`src/rtl/fatTreePkg.sv`:
```
package fatTreePkg;

  localparam int NUM_PORTS = 3;
  localparam int SEL_W     = 2;

  typedef enum logic [SEL_W-1:0] {
    PORT_CHILD0 = 2'd0,
    PORT_CHILD1 = 2'd1,
    PORT_PARENT = 2'd2
  } portId_t;

  // Strobes from control to datapath for one cycle.
  typedef struct packed {
    logic [NUM_PORTS-1:0]            popQ;
    logic [NUM_PORTS-1:0]            loadOut;
    logic [NUM_PORTS-1:0][SEL_W-1:0] selIn;
  } ctrlStrobe_t;

endpackage

```
`src/rtl/ftQueue.sv`:
```
module ftQueue #(
  parameter int WIDTH = 12,
  parameter int DEPTH = 4,
  localparam int PTR_W = (DEPTH > 1) ? $clog2(DEPTH) : 1,
  localparam int CNT_W = $clog2(DEPTH + 1)
) (
  input  logic             clk,
  input  logic             rstN,
  input  logic             pushEn,
  input  logic [WIDTH-1:0] pushData,
  input  logic             popEn,
  output logic [WIDTH-1:0] headData,
  output logic [CNT_W-1:0] fill,
  output logic             full,
  output logic             empty
);

  logic [WIDTH-1:0] store [DEPTH];
  logic [PTR_W-1:0] wrPtr, rdPtr;
  logic [CNT_W-1:0] count;
  logic             doPush, doPop;

  function automatic logic [PTR_W-1:0] bump(input logic [PTR_W-1:0] p);
    return (p == PTR_W'(DEPTH - 1)) ? '0 : p + 1'b1;
  endfunction

  assign full     = (count == CNT_W'(DEPTH));
  assign empty    = (count == '0);
  assign doPush   = pushEn && !full;
  assign doPop    = popEn && !empty;
  assign headData = store[rdPtr];
  assign fill     = count;

  always_ff @(posedge clk) begin
    if (doPush) store[wrPtr] <= pushData;
  end

  always_ff @(posedge clk or negedge rstN) begin
    if (!rstN) begin
      wrPtr <= '0;
      rdPtr <= '0;
      count <= '0;
    end else begin
      if (doPush) wrPtr <= bump(wrPtr);
      if (doPop)  rdPtr <= bump(rdPtr);
      case ({doPush, doPop})
        2'b10:   count <= count + 1'b1;
        2'b01:   count <= count - 1'b1;
        default: count <= count;
      endcase
    end
  end

endmodule

```
`src/rtl/ftDatapath.sv`:
```
module ftDatapath
  import fatTreePkg::*;
#(
  parameter int ADDR_W = 4,
  parameter int PAY_W  = 8,
  parameter int DEPTH  = 4,
  localparam int PKT_W = ADDR_W + PAY_W,
  localparam int CNT_W = $clog2(DEPTH + 1)
) (
  input  logic                           clk,
  input  logic                           rstN,
  input  logic [NUM_PORTS-1:0]           inValid,
  input  logic [NUM_PORTS*PKT_W-1:0]     inData,
  output logic [NUM_PORTS-1:0]           inReady,
  input  ctrlStrobe_t                    strobe,
  output logic [NUM_PORTS*ADDR_W-1:0]    destFlat,
  output logic [NUM_PORTS*CNT_W-1:0]     fillFlat,
  output logic [NUM_PORTS-1:0]           emptyVec,
  output logic [NUM_PORTS-1:0]           outValid,
  output logic [NUM_PORTS*PKT_W-1:0]     outData,
  input  logic [NUM_PORTS-1:0]           outReady
);

  logic [PKT_W-1:0] headArr [NUM_PORTS];
  logic [NUM_PORTS-1:0] fullVec;

  for (genvar i = 0; i < NUM_PORTS; i++) begin : g_queue
    ftQueue #(.WIDTH(PKT_W), .DEPTH(DEPTH)) u_queue (
      .clk      (clk),
      .rstN     (rstN),
      .pushEn   (inValid[i]),
      .pushData (inData[i*PKT_W +: PKT_W]),
      .popEn    (strobe.popQ[i]),
      .headData (headArr[i]),
      .fill     (fillFlat[i*CNT_W +: CNT_W]),
      .full     (fullVec[i]),
      .empty    (emptyVec[i])
    );
    assign inReady[i]                   = !fullVec[i];
    assign destFlat[i*ADDR_W +: ADDR_W] = headArr[i][PKT_W-1 -: ADDR_W];
  end

  for (genvar o = 0; o < NUM_PORTS; o++) begin : g_out
    logic [PKT_W-1:0] picked;
    logic             validReg;
    logic [PKT_W-1:0] dataReg;

    always_comb begin
      unique case (strobe.selIn[o])
        PORT_CHILD1: picked = headArr[1];
        PORT_PARENT: picked = headArr[2];
        default:     picked = headArr[0];
      endcase
    end

    always_ff @(posedge clk or negedge rstN) begin
      if (!rstN) begin
        validReg <= 1'b0;
        dataReg  <= '0;
      end else if (strobe.loadOut[o]) begin
        validReg <= 1'b1;
        dataReg  <= picked;
      end else if (outReady[o]) begin
        validReg <= 1'b0;
      end
    end

    assign outValid[o]                = validReg;
    assign outData[o*PKT_W +: PKT_W]  = dataReg;
  end

endmodule

```
`src/rtl/ftControl.sv`:
```
module ftControl
  import fatTreePkg::*;
#(
  parameter int ADDR_W      = 4,
  parameter int LEVEL       = 1,
  parameter int NODE_PREFIX = 1,
  parameter int DEPTH       = 4,
  localparam int CNT_W      = $clog2(DEPTH + 1)
) (
  input  logic [NUM_PORTS*ADDR_W-1:0] destFlat,
  input  logic [NUM_PORTS*CNT_W-1:0]  fillFlat,
  input  logic [NUM_PORTS-1:0]        emptyVec,
  input  logic [NUM_PORTS-1:0]        outValid,
  input  logic [NUM_PORTS-1:0]        outReady,
  output ctrlStrobe_t                 strobe
);

  localparam logic [ADDR_W-1:0] PREFIX_V = ADDR_W'(NODE_PREFIX);

  logic [SEL_W-1:0]     target  [NUM_PORTS];
  logic [NUM_PORTS-1:0] reqMat  [NUM_PORTS];
  logic [NUM_PORTS-1:0] canLoad;

  // Split: one address bit per level, prefix match decides up or down.
  for (genvar i = 0; i < NUM_PORTS; i++) begin : g_split
    logic [ADDR_W-1:0] dest;
    logic              inSub;
    assign dest  = destFlat[i*ADDR_W +: ADDR_W];
    if (LEVEL >= ADDR_W - 1) begin : g_root
      assign inSub = 1'b1;
    end else begin : g_inner
      assign inSub = ((dest >> (LEVEL + 1)) == PREFIX_V);
    end
    assign target[i] = inSub ? (dest[LEVEL] ? PORT_CHILD1 : PORT_CHILD0) : PORT_PARENT;
  end

  for (genvar o = 0; o < NUM_PORTS; o++) begin : g_req
    for (genvar i = 0; i < NUM_PORTS; i++) begin : g_bit
      assign reqMat[o][i] = !emptyVec[i] && (target[i] == SEL_W'(o));
    end
    assign canLoad[o] = !outValid[o] || outReady[o];
  end

  // Merge: fullest queue wins, strict compare keeps the lower index on ties.
  always_comb begin
    strobe = '0;
    for (int o = 0; o < NUM_PORTS; o++) begin
      logic             found;
      logic [CNT_W-1:0] bestFill;
      logic [SEL_W-1:0] bestIdx;
      found    = 1'b0;
      bestFill = '0;
      bestIdx  = '0;
      for (int i = 0; i < NUM_PORTS; i++) begin
        if (reqMat[o][i] && (!found || fillFlat[i*CNT_W +: CNT_W] > bestFill)) begin
          found    = 1'b1;
          bestFill = fillFlat[i*CNT_W +: CNT_W];
          bestIdx  = SEL_W'(i);
        end
      end
      strobe.selIn[o] = bestIdx;
      if (found && canLoad[o]) begin
        strobe.loadOut[o] = 1'b1;
        for (int i = 0; i < NUM_PORTS; i++) begin
          if (bestIdx == SEL_W'(i)) strobe.popQ[i] = 1'b1;
        end
      end
    end
  end

endmodule

```
`src/rtl/ftSwitch.sv`:
```
module ftSwitch
  import fatTreePkg::*;
#(
  parameter int ADDR_W      = 4,
  parameter int PAY_W       = 8,
  parameter int LEVEL       = 1,
  parameter int NODE_PREFIX = 1,
  parameter int DEPTH       = 4
) (
  input  logic                                  clk,
  input  logic                                  rstN,
  input  logic [NUM_PORTS-1:0]                  inValid,
  input  logic [NUM_PORTS*(ADDR_W+PAY_W)-1:0]   inData,
  output logic [NUM_PORTS-1:0]                  inReady,
  output logic [NUM_PORTS-1:0]                  outValid,
  output logic [NUM_PORTS*(ADDR_W+PAY_W)-1:0]   outData,
  input  logic [NUM_PORTS-1:0]                  outReady
);

  localparam int CNT_W = $clog2(DEPTH + 1);

  ctrlStrobe_t                 strobe;
  logic [NUM_PORTS*ADDR_W-1:0] destFlat;
  logic [NUM_PORTS*CNT_W-1:0]  fillFlat;
  logic [NUM_PORTS-1:0]        emptyVec;

  ftDatapath #(.ADDR_W(ADDR_W), .PAY_W(PAY_W), .DEPTH(DEPTH)) u_datapath (
    .clk      (clk),
    .rstN     (rstN),
    .inValid  (inValid),
    .inData   (inData),
    .inReady  (inReady),
    .strobe   (strobe),
    .destFlat (destFlat),
    .fillFlat (fillFlat),
    .emptyVec (emptyVec),
    .outValid (outValid),
    .outData  (outData),
    .outReady (outReady)
  );

  ftControl #(.ADDR_W(ADDR_W), .LEVEL(LEVEL), .NODE_PREFIX(NODE_PREFIX), .DEPTH(DEPTH)) u_control (
    .destFlat (destFlat),
    .fillFlat (fillFlat),
    .emptyVec (emptyVec),
    .outValid (outValid),
    .outReady (outReady),
    .strobe   (strobe)
  );

endmodule

```
`config.mk`:
```
export PLATFORM = sky130hd
export DESIGN_NAME = ftSwitch
export DESIGN_NICKNAME = d
export VERILOG_FILES = /design/src/rtl/fatTreePkg.sv /design/src/rtl/ftQueue.sv /design/src/rtl/ftDatapath.sv /design/src/rtl/ftControl.sv /design/src/rtl/ftSwitch.sv
export SDC_FILE = /design/constraint.sdc
export NUM_CORES = 1
export LEC_CHECK = 0
export ABC_AREA = 0
export BUFFER_PORTS_ARGS = -buffer_cell sky130_fd_sc_hd__buf_2
export CELL_PAD_IN_SITES_DETAIL_PLACEMENT = 0
export CELL_PAD_IN_SITES_GLOBAL_PLACEMENT = 1
export CORE_ASPECT_RATIO = 0.5
export CORE_UTILIZATION = 55
export CTS_BUF_LIST = sky130_fd_sc_hd__clkbuf_8
export CTS_CLUSTER_SIZE = 20
export DETAILED_ROUTE_END_ITERATION = 6
export PLACE_DENSITY = 0.83
export RECOVER_POWER = 100
export SKIP_CTS_REPAIR_TIMING = 1
export SLEW_MARGIN = 30
export SYNTH_ARGS = -nofsm -noshare
export SYNTH_HDL_FRONTEND = slang
export SYNTH_SLANG_ARGS = --single-unit
```
`constraint.sdc`:
```
create_clock -name clk -period 15.05 [get_ports clk]
set_input_delay 3.01 -clock clk [delete_from_list [all_inputs] [get_ports clk]]
set_output_delay 3.01 -clock clk [all_outputs]
set_load 0.02 [all_outputs]
```
======== Word level (Yosys, flattened, before mapping) ========
Memories as Yosys holds them, arrays and structs flattened.
Cells that the tools add are included.
cells by class
  add/sub/neg operators ................... 12
  $lt $le $gt $ge ......................... 6
  eq/ne operators ......................... 30
  mux-type cells .......................... 65
  reductions and logical operators ........ 63
operator list
  kind                                                                   number
  12-bit one-hot mux with 2 select lines                                 3
  1-bit two-way mux                                                      38
  2-bit equality test, second input constant                             15
  2-bit by 1-bit equality test with 1-bit output, second input constant  12
  1-bit logical AND                                                      24
  2-bit two-way mux                                                      12
  3-bit two-way mux                                                      8
  3-bit > comparator                                                     6
  3-bit one-hot mux with 2 select lines                                  3
  1-bit zero test                                                        15
  2-bit by 1-bit adder with 2-bit output, second input constant          6
  2-bit zero test                                                        6
  2-bit nonzero test                                                     6
  3-bit by 1-bit adder with 3-bit output, second input constant          3
  3-bit equality test, second input constant                             3
  3-bit zero test                                                        3
  1-bit logical OR                                                       9
  3-bit by 1-bit subtractor with 3-bit output, second input constant     3
  4-bit two-way mux                                                      1
word-level totals
  flip-flop bits (word level) ............. 60
  RAM bits ................................ 144
  input bits .............................. 44
  output and inout bits ................... 42
  logic and storage cells ................. 194
  memories ................................ 3
memory list
  name                                 words  bits a word  rd ports  clocked after memory_dff  write ports  RTL line       text
  u_datapath.g_queue[0].u_queue.store  4      12           1         0                         1            ftQueue.sv:18  logic [WIDTH-1:0] store [DEPTH];
  u_datapath.g_queue[1].u_queue.store  4      12           1         0                         1            ftQueue.sv:18
  u_datapath.g_queue[2].u_queue.store  4      12           1         0                         1            ftQueue.sv:18

======== Longest topological paths before layout ========
An unclocked memory read counts as a cell.
  depth after elaboration ................. 24
  gate-level depth with buffers ........... 25
  mapped depth without buffers ............ 23

======== Hierarchy ========
From an unflattened synthesis, not the netlist that was laid out.
unflattened totals
  cells, all modules ...................... 659
  area total of the unflattened synthesis .. 9839.4 µm²
by module, submodules not included
  module                                       instances  cells an instance  area each (µm²)  seq. area each (µm²)
  ftQueue (u_datapath.g_queue[1].u_queue ...)  2          104                2190.9           1616.6
  ftDatapath                                   1          231                2368.5           975.9
  ftQueue (u_datapath.g_queue[0].u_queue)      1          103                2240.9           1616.6
  ftControl                                    1          117                848.3            0.0

======== Worst setup path after synthesis ========
No wires, ideal clock.
  path kind ............................... register to register
  start point ............................. reg u_datapath.g_queue[0].u_queue.rdPtr[1]
  end point ............................... reg u_datapath.g_queue[1].u_queue.count[2]
  library setup time ...................... 0.080 ns
  arrival time ............................ 5.262 ns
  data required time ...................... 14.970 ns
  slack ................................... 9.708 ns
  cell stages (with the launch flop) ...... 25
  buffers on the path ..................... 2
  period minus slack after synthesis ...... 5.342 ns
  cells stage by stage .................... dfrtp_1 buf_1 mux2i_1 mux2_2 nor2b_1 buf_2 nand2_1 ha_1 nor2b_1 o21a_1 o21ai_0 a21o_1 nor2_1 a31oi_1 ha_1 a211oi_1 nor3_2 a211oi_2 a221o_1 ha_1 inv_1 fa_1 xor2_1 nor2_1 xnor2_1
between the ends
  longest elaborated chain between the ends .. 24
  elaborated cells between the ends (all ways) .. 72
  those cells by class .................... 6 x order compare; 8 x eq/ne; 30 x mux; 27 x reduce/logical; 1 x memory
ends and longest elaborated chain
  element                                                                                RTL line                          text
  start: declaration                                                                     ftQueue.sv:19                     logic [PTR_W-1:0] wrPtr, rdPtr;
  start signal: assignment                                                               ftQueue.sv:45                     if (doPop) rdPtr <= bump(rdPtr);
  memory 4 x 12 bit *                                                                    n/a
  2-bit by 1-bit equality test with 1-bit output or 1-bit two-way mux (tied branches)    ftControl.sv:32, ftControl.sv:34
  2-bit two-way mux *                                                                    ftControl.sv:34                   assign target[i] = inSub ? (dest[LEVEL] ? PORT_CHILD1 : PORT_CHILD0) : PORT_PARENT;
  2-bit zero test                                                                        ftControl.sv:39                   assign reqMat[o][i] = !emptyVec[i] && (target[i] == SEL_W'(o));
  1-bit logical AND                                                                      ftControl.sv:39
  3-bit two-way mux or 1-bit two-way mux (tied branches)                                 ftControl.sv:55                   if (reqMat[o][i] && (!found || fillFlat[i*CNT_W +: CNT_W] > bestFill)) begin
  3-bit > comparator or 1-bit zero test (tied branches)                                  ftControl.sv:55
  1-bit logical OR                                                                       ftControl.sv:55
  (+9 left out)                                                                          n/a
  1-bit two-way mux                                                                      ftControl.sv:65                   if (bestIdx == SEL_W'(i)) strobe.popQ[i] = 1'b1;
  3-bit two-way mux                                                                      ftControl.sv:62                   if (found && canLoad[o]) begin
  1-bit two-way mux                                                                      ftControl.sv:65
  4-bit two-way mux *                                                                    ftControl.sv:62
  1-bit logical AND *                                                                    ftQueue.sv:30                     assign doPop = popEn && !empty;
  via u_datapath.g_queue[1].u_queue.doPop                                                ftQueue.sv:21                     logic doPush, doPop;
  2-bit by 1-bit equality test with 1-bit output or 2-bit equality test (tied branches)  ftQueue.sv:46                     case ({doPush, doPop})
  3-bit one-hot mux with 2 select lines or 2-bit nonzero test (tied branches)            n/a
  end signal: assignment                                                                 ftQueue.sv:47                     2'b10: count <= count + 1'b1;
  end signal: assignment                                                                 ftQueue.sv:48                     2'b01: count <= count - 1'b1;
  end signal: assignment                                                                 ftQueue.sv:49                     default: count <= count;
  end: declaration                                                                       ftQueue.sv:20                     logic [CNT_W-1:0] count;
Mark *: on every way through the listed nets, which the timed path passes. The rest lies on a longest branch.
A chain may end at the register's enable or synchronous reset.

======== Worst setup path in the final report ========
  start point ............................. reg u_datapath.g_queue[0].u_queue.rdPtr[0]
  end point ............................... reg u_datapath.g_queue[1].u_queue.count[2]
The elaborated chain is that of the path after synthesis.

==> run summary <==
Post-synthesis cell type count: 62
Yosys Warn Count: 0
Syn_nets: 768
Clock Path Buffers: 3
Tmin final: 7.223 ns
Core footprint: 16640 µm²
Post-Synth Adder-Cell Area: 5.375%
Pin count of the biggest net entering global routing: 61
Max-slew violations: 61
Met3 Wirelength: 2.044 mm
CTS Root Cell: clkbuf_8
Pwr per Cell Area: 248.1 nW/µm²
Tot GR Track Use: 25.25%
Final Hold Viols: 0
Top_reg_cell synth: edfxtp_1
Final net count: 851
CP max FO: 25
Fin crit share: 48.00%
CP endpoint kind: flip-flop
Number of H-tree levels: 1
N_diodes: 0
Routed Wire Length: 22.05 mm
EDFF count, synth: 144
Fill cells: 1293
# clock sinks: 204
Post-synth top area share: 45.53%
WS Path Type: reg2reg
Min-Delay Path Class: reg2reg
Routed Antenna Nets: 0
CP required: 15.54 ns
DR vias: 6169
FF+latch area: 5827 µm²
Non-filler cells in the finished layout: 1016
RSZ-0062 raised after global routing: no
Post-synth top area cell: edfxtp_1
Mux contribution to synthesized area: 10.18%
Wl on met1: 10.20 mm
Worst reg2reg path depth: 22
Hold path start: u_datapath.g_out[0].dataReg[10]$_DFFE_PN0P_
Global route overflow: 0
DRC Markers: 0
DRT iter0 DRCs: 518
Layout cells sized above 1: 10.65%
Top-count cell post-synth: edfxtp_1
Finished Core Util: 62.80%
Vias in the first global route: 5956
Reg-to-reg critical path endpoint: u_datapath.g_queue[1].u_queue.fill[2]$_DFFE_PN0P_
Async SR Flop Fraction: 29.41%
Total negative setup slack: 0 ns
Avg Vias per Cell: 6.072
Compound-Gate Fraction of Synth Area: 10.74%
Final Cell Area: 10450 µm²
Chip width: 187.8 µm
Max Clk Rate: 138.4 MHz
Sequential area share after synthesis: 61.34%
Max cap viols: 1
Initial Utilization: 57.08%
Metal2 WL: 9.438 mm
VDD IR-drop max: 0.1111 mV
Area grow syn2layout: 10.02%
Hold path endpoint: u_datapath.g_out[0].dataReg[10]$_DFFE_PN0P_
Initial DRT Pass Iterations: 5
Crit Reg-Reg Startpoint: u_datapath.g_queue[0].u_queue.rdPtr[0]$_DFFE_PN0P_
DR WL/cell: 21.71 µm
IO Pins: 86
Worst Skew: 0.02495 ns
CTS buffer count: 28
Worst Path Arrival: 7.71 ns
Largest family of logic cells by synthesized area: compound AO/OA/AOI/OAI gates
Worst slew margin: -139.7%
Initial antenna violation count: 1
Top cells by count, synth: edfxtp_1, nor2_1, dfrtp_1
Top sig layer: met4
Clock Latency Late Sink: 0.56 ns
Dpl hpwl: 15.90 mm
Number of buffers added on ports: 85
Ranking of synthesized cells by area: edfxtp_1, dfrtp_1, mux4_2
Setup-failing EPs final: 0
Routability cong.: 0.8718
Placed Instance Area: 10090 µm²
Violated checks: max-capacitance violations, max-slew violations
CTS clock-pin slew for the worst setup and hold paths: 0.07 ns
Slew @ Worst Pin: 3.595 ns
Simple-gate share of the synthesized area: 8.905%
Die height: 94.92 µm
Status: finished, violations left
Post-Synthesis Mean Instance Area: 13.87 µm²
Cells after synthesis: 685
Die area: 17830 µm²
Hold depth: 1
Post-Syn Area: 9498 µm²
Placed insts: 965
Clock tree from TritonCTS: built
Worst setup SP type: flip-flop
Synth Area in XOR/XNOR: 0.8299%
Leakage power: 3.826 nW
Multi-input gate area: 3416 µm²
Yosys reg bits: 204
# rows: 33
First-pass GRT wire length: 33.51 mm
R2R Setup Slk: 7.83 ns
==> per-stage QoR <==
| step | worst slack (ns) | total power, mW | hold WS [ns] |
|---|---|---|---|
| after floorplan | 9.708 | 1.857 | 0.4686 |
| after global routing | 7.230 | 2.767 | 0.4913 |
| after global placement | 8.298 | 2.192 | 0.4495 |
| after CTS | 7.960 | 2.610 | 0.4624 |
| final | 7.827 | 2.592 | 0.4633 |
| after detailed placement | 7.986 | 2.229 | 0.4478 |
==> sequential cells by signal, summed over array words and instances (netlist names) <==
register,flops
u_datapath.g_queue.u_queue.store,144
u_datapath.g_queue.u_queue.fill,9
u_datapath.g_out.dataReg,36
u_datapath.g_queue.u_queue.rdPtr,6
u_datapath.g_out.validReg,3
u_datapath.g_queue.u_queue.wrPtr,6
==> placed cells by master (no fill, tap or decap), types with 9 or more instances in the layout <==
master and count:
a41oi_1 9, mux4_2 29, nor2b_1 12, nor2_1 64, mux2_2 14, nand3_1 11, o21ai_0 32, inv_1 39
and3_1 20, o32a_1 16, mux2i_1 10, a21oi_1 24, dfrtp_1 59, nand2_1 32, edfxtp_1 144, clkbuf_8 28
clkbuf_1 84, ha_1 36
==> power by group <==
part	internal (mW)	switching (mW)	total [mW]
Combinational	0.514	0.785	1.30
Clock	0.175	0.204	0.379
Sequential	0.770	0.144	0.914
==> layer usage <==
metal | vias to the layer above | GRT usage (%)
met5 | - | 0
met4 | 0 | 7.046
met3 | 28 | 6.280
met2 | 272 | 36.79
met1 | 3063 | 37.68
li1 | 2806 | -
==> how the worst max path moves through the flow <==
stage,startpoint,depth (start not counted),end
floorplan,u_datapath.g_queue[0].u_queue.rdPtr[1]$_DFFE_PN0P_,24,u_datapath.g_queue[1].u_queue.fill[2]$_DFFE_PN0P_
global placement,u_datapath.g_queue[0].u_queue.rdPtr[1]$_DFFE_PN0P_,22,u_datapath.g_queue[1].u_queue.fill[2]$_DFFE_PN0P_
detailed placement,u_datapath.g_queue[0].u_queue.rdPtr[1]$_DFFE_PN0P_,22,u_datapath.g_queue[1].u_queue.fill[2]$_DFFE_PN0P_
CTS,u_datapath.g_queue[0].u_queue.rdPtr[1]$_DFFE_PN0P_,22,u_datapath.g_queue[1].u_queue.fill[2]$_DFFE_PN0P_
global route,u_datapath.g_queue[0].u_queue.rdPtr[0]$_DFFE_PN0P_,22,u_datapath.g_queue[1].u_queue.fill[2]$_DFFE_PN0P_
finish,u_datapath.g_queue[0].u_queue.rdPtr[0]$_DFFE_PN0P_,22,u_datapath.g_queue[1].u_queue.fill[2]$_DFFE_PN0P_
==> cells by family (layout without fill, tap and decap cells) <==
family                     count (synthesis)  count (layout)
DFF                                      204             204
AOI/OAI and AO/OA                        143             143
xor gates and xnor gates                   9               9
and+or+nand+nor                          171             171
muxes                                     58              58
buffers and inverters                     61             165
adders and majority gates                 39              39
==> final cells by class <==
cell class	instances	share of cell area [%]
Timing Repair Buffer	86	3.113
Clock buffer	28	3.688
Inverter	28	1.006
Tap cell	227	2.718
Multi-Input combinational cell	420	32.69
Clock inverter	23	1.030
Sequential cell	204	55.76
==> critical path: stages (launching register included) <==
cell	delay, ns
dfrtp_1	0.90
nor4bb_1	0.42
o41a_1	0.27
nor2b_1	0.48
nand2_1	0.12
ha_1	0.30
nor2b_1	0.14
o21a_1	0.15
o21ai_0	0.39
a21o_1	0.27
nor2_1	0.06
a31oi_1	0.17
ha_1	0.27
a211oi_1	0.39
nor3_1	0.25
a211oi_1	1.15
a221o_1	0.39
ha_1	0.20
inv_1	0.06
fa_1	0.37
xor2_1	0.15
nor2_1	0.12
xnor2_1	0.12
Power figures use the tool's default switching activity.
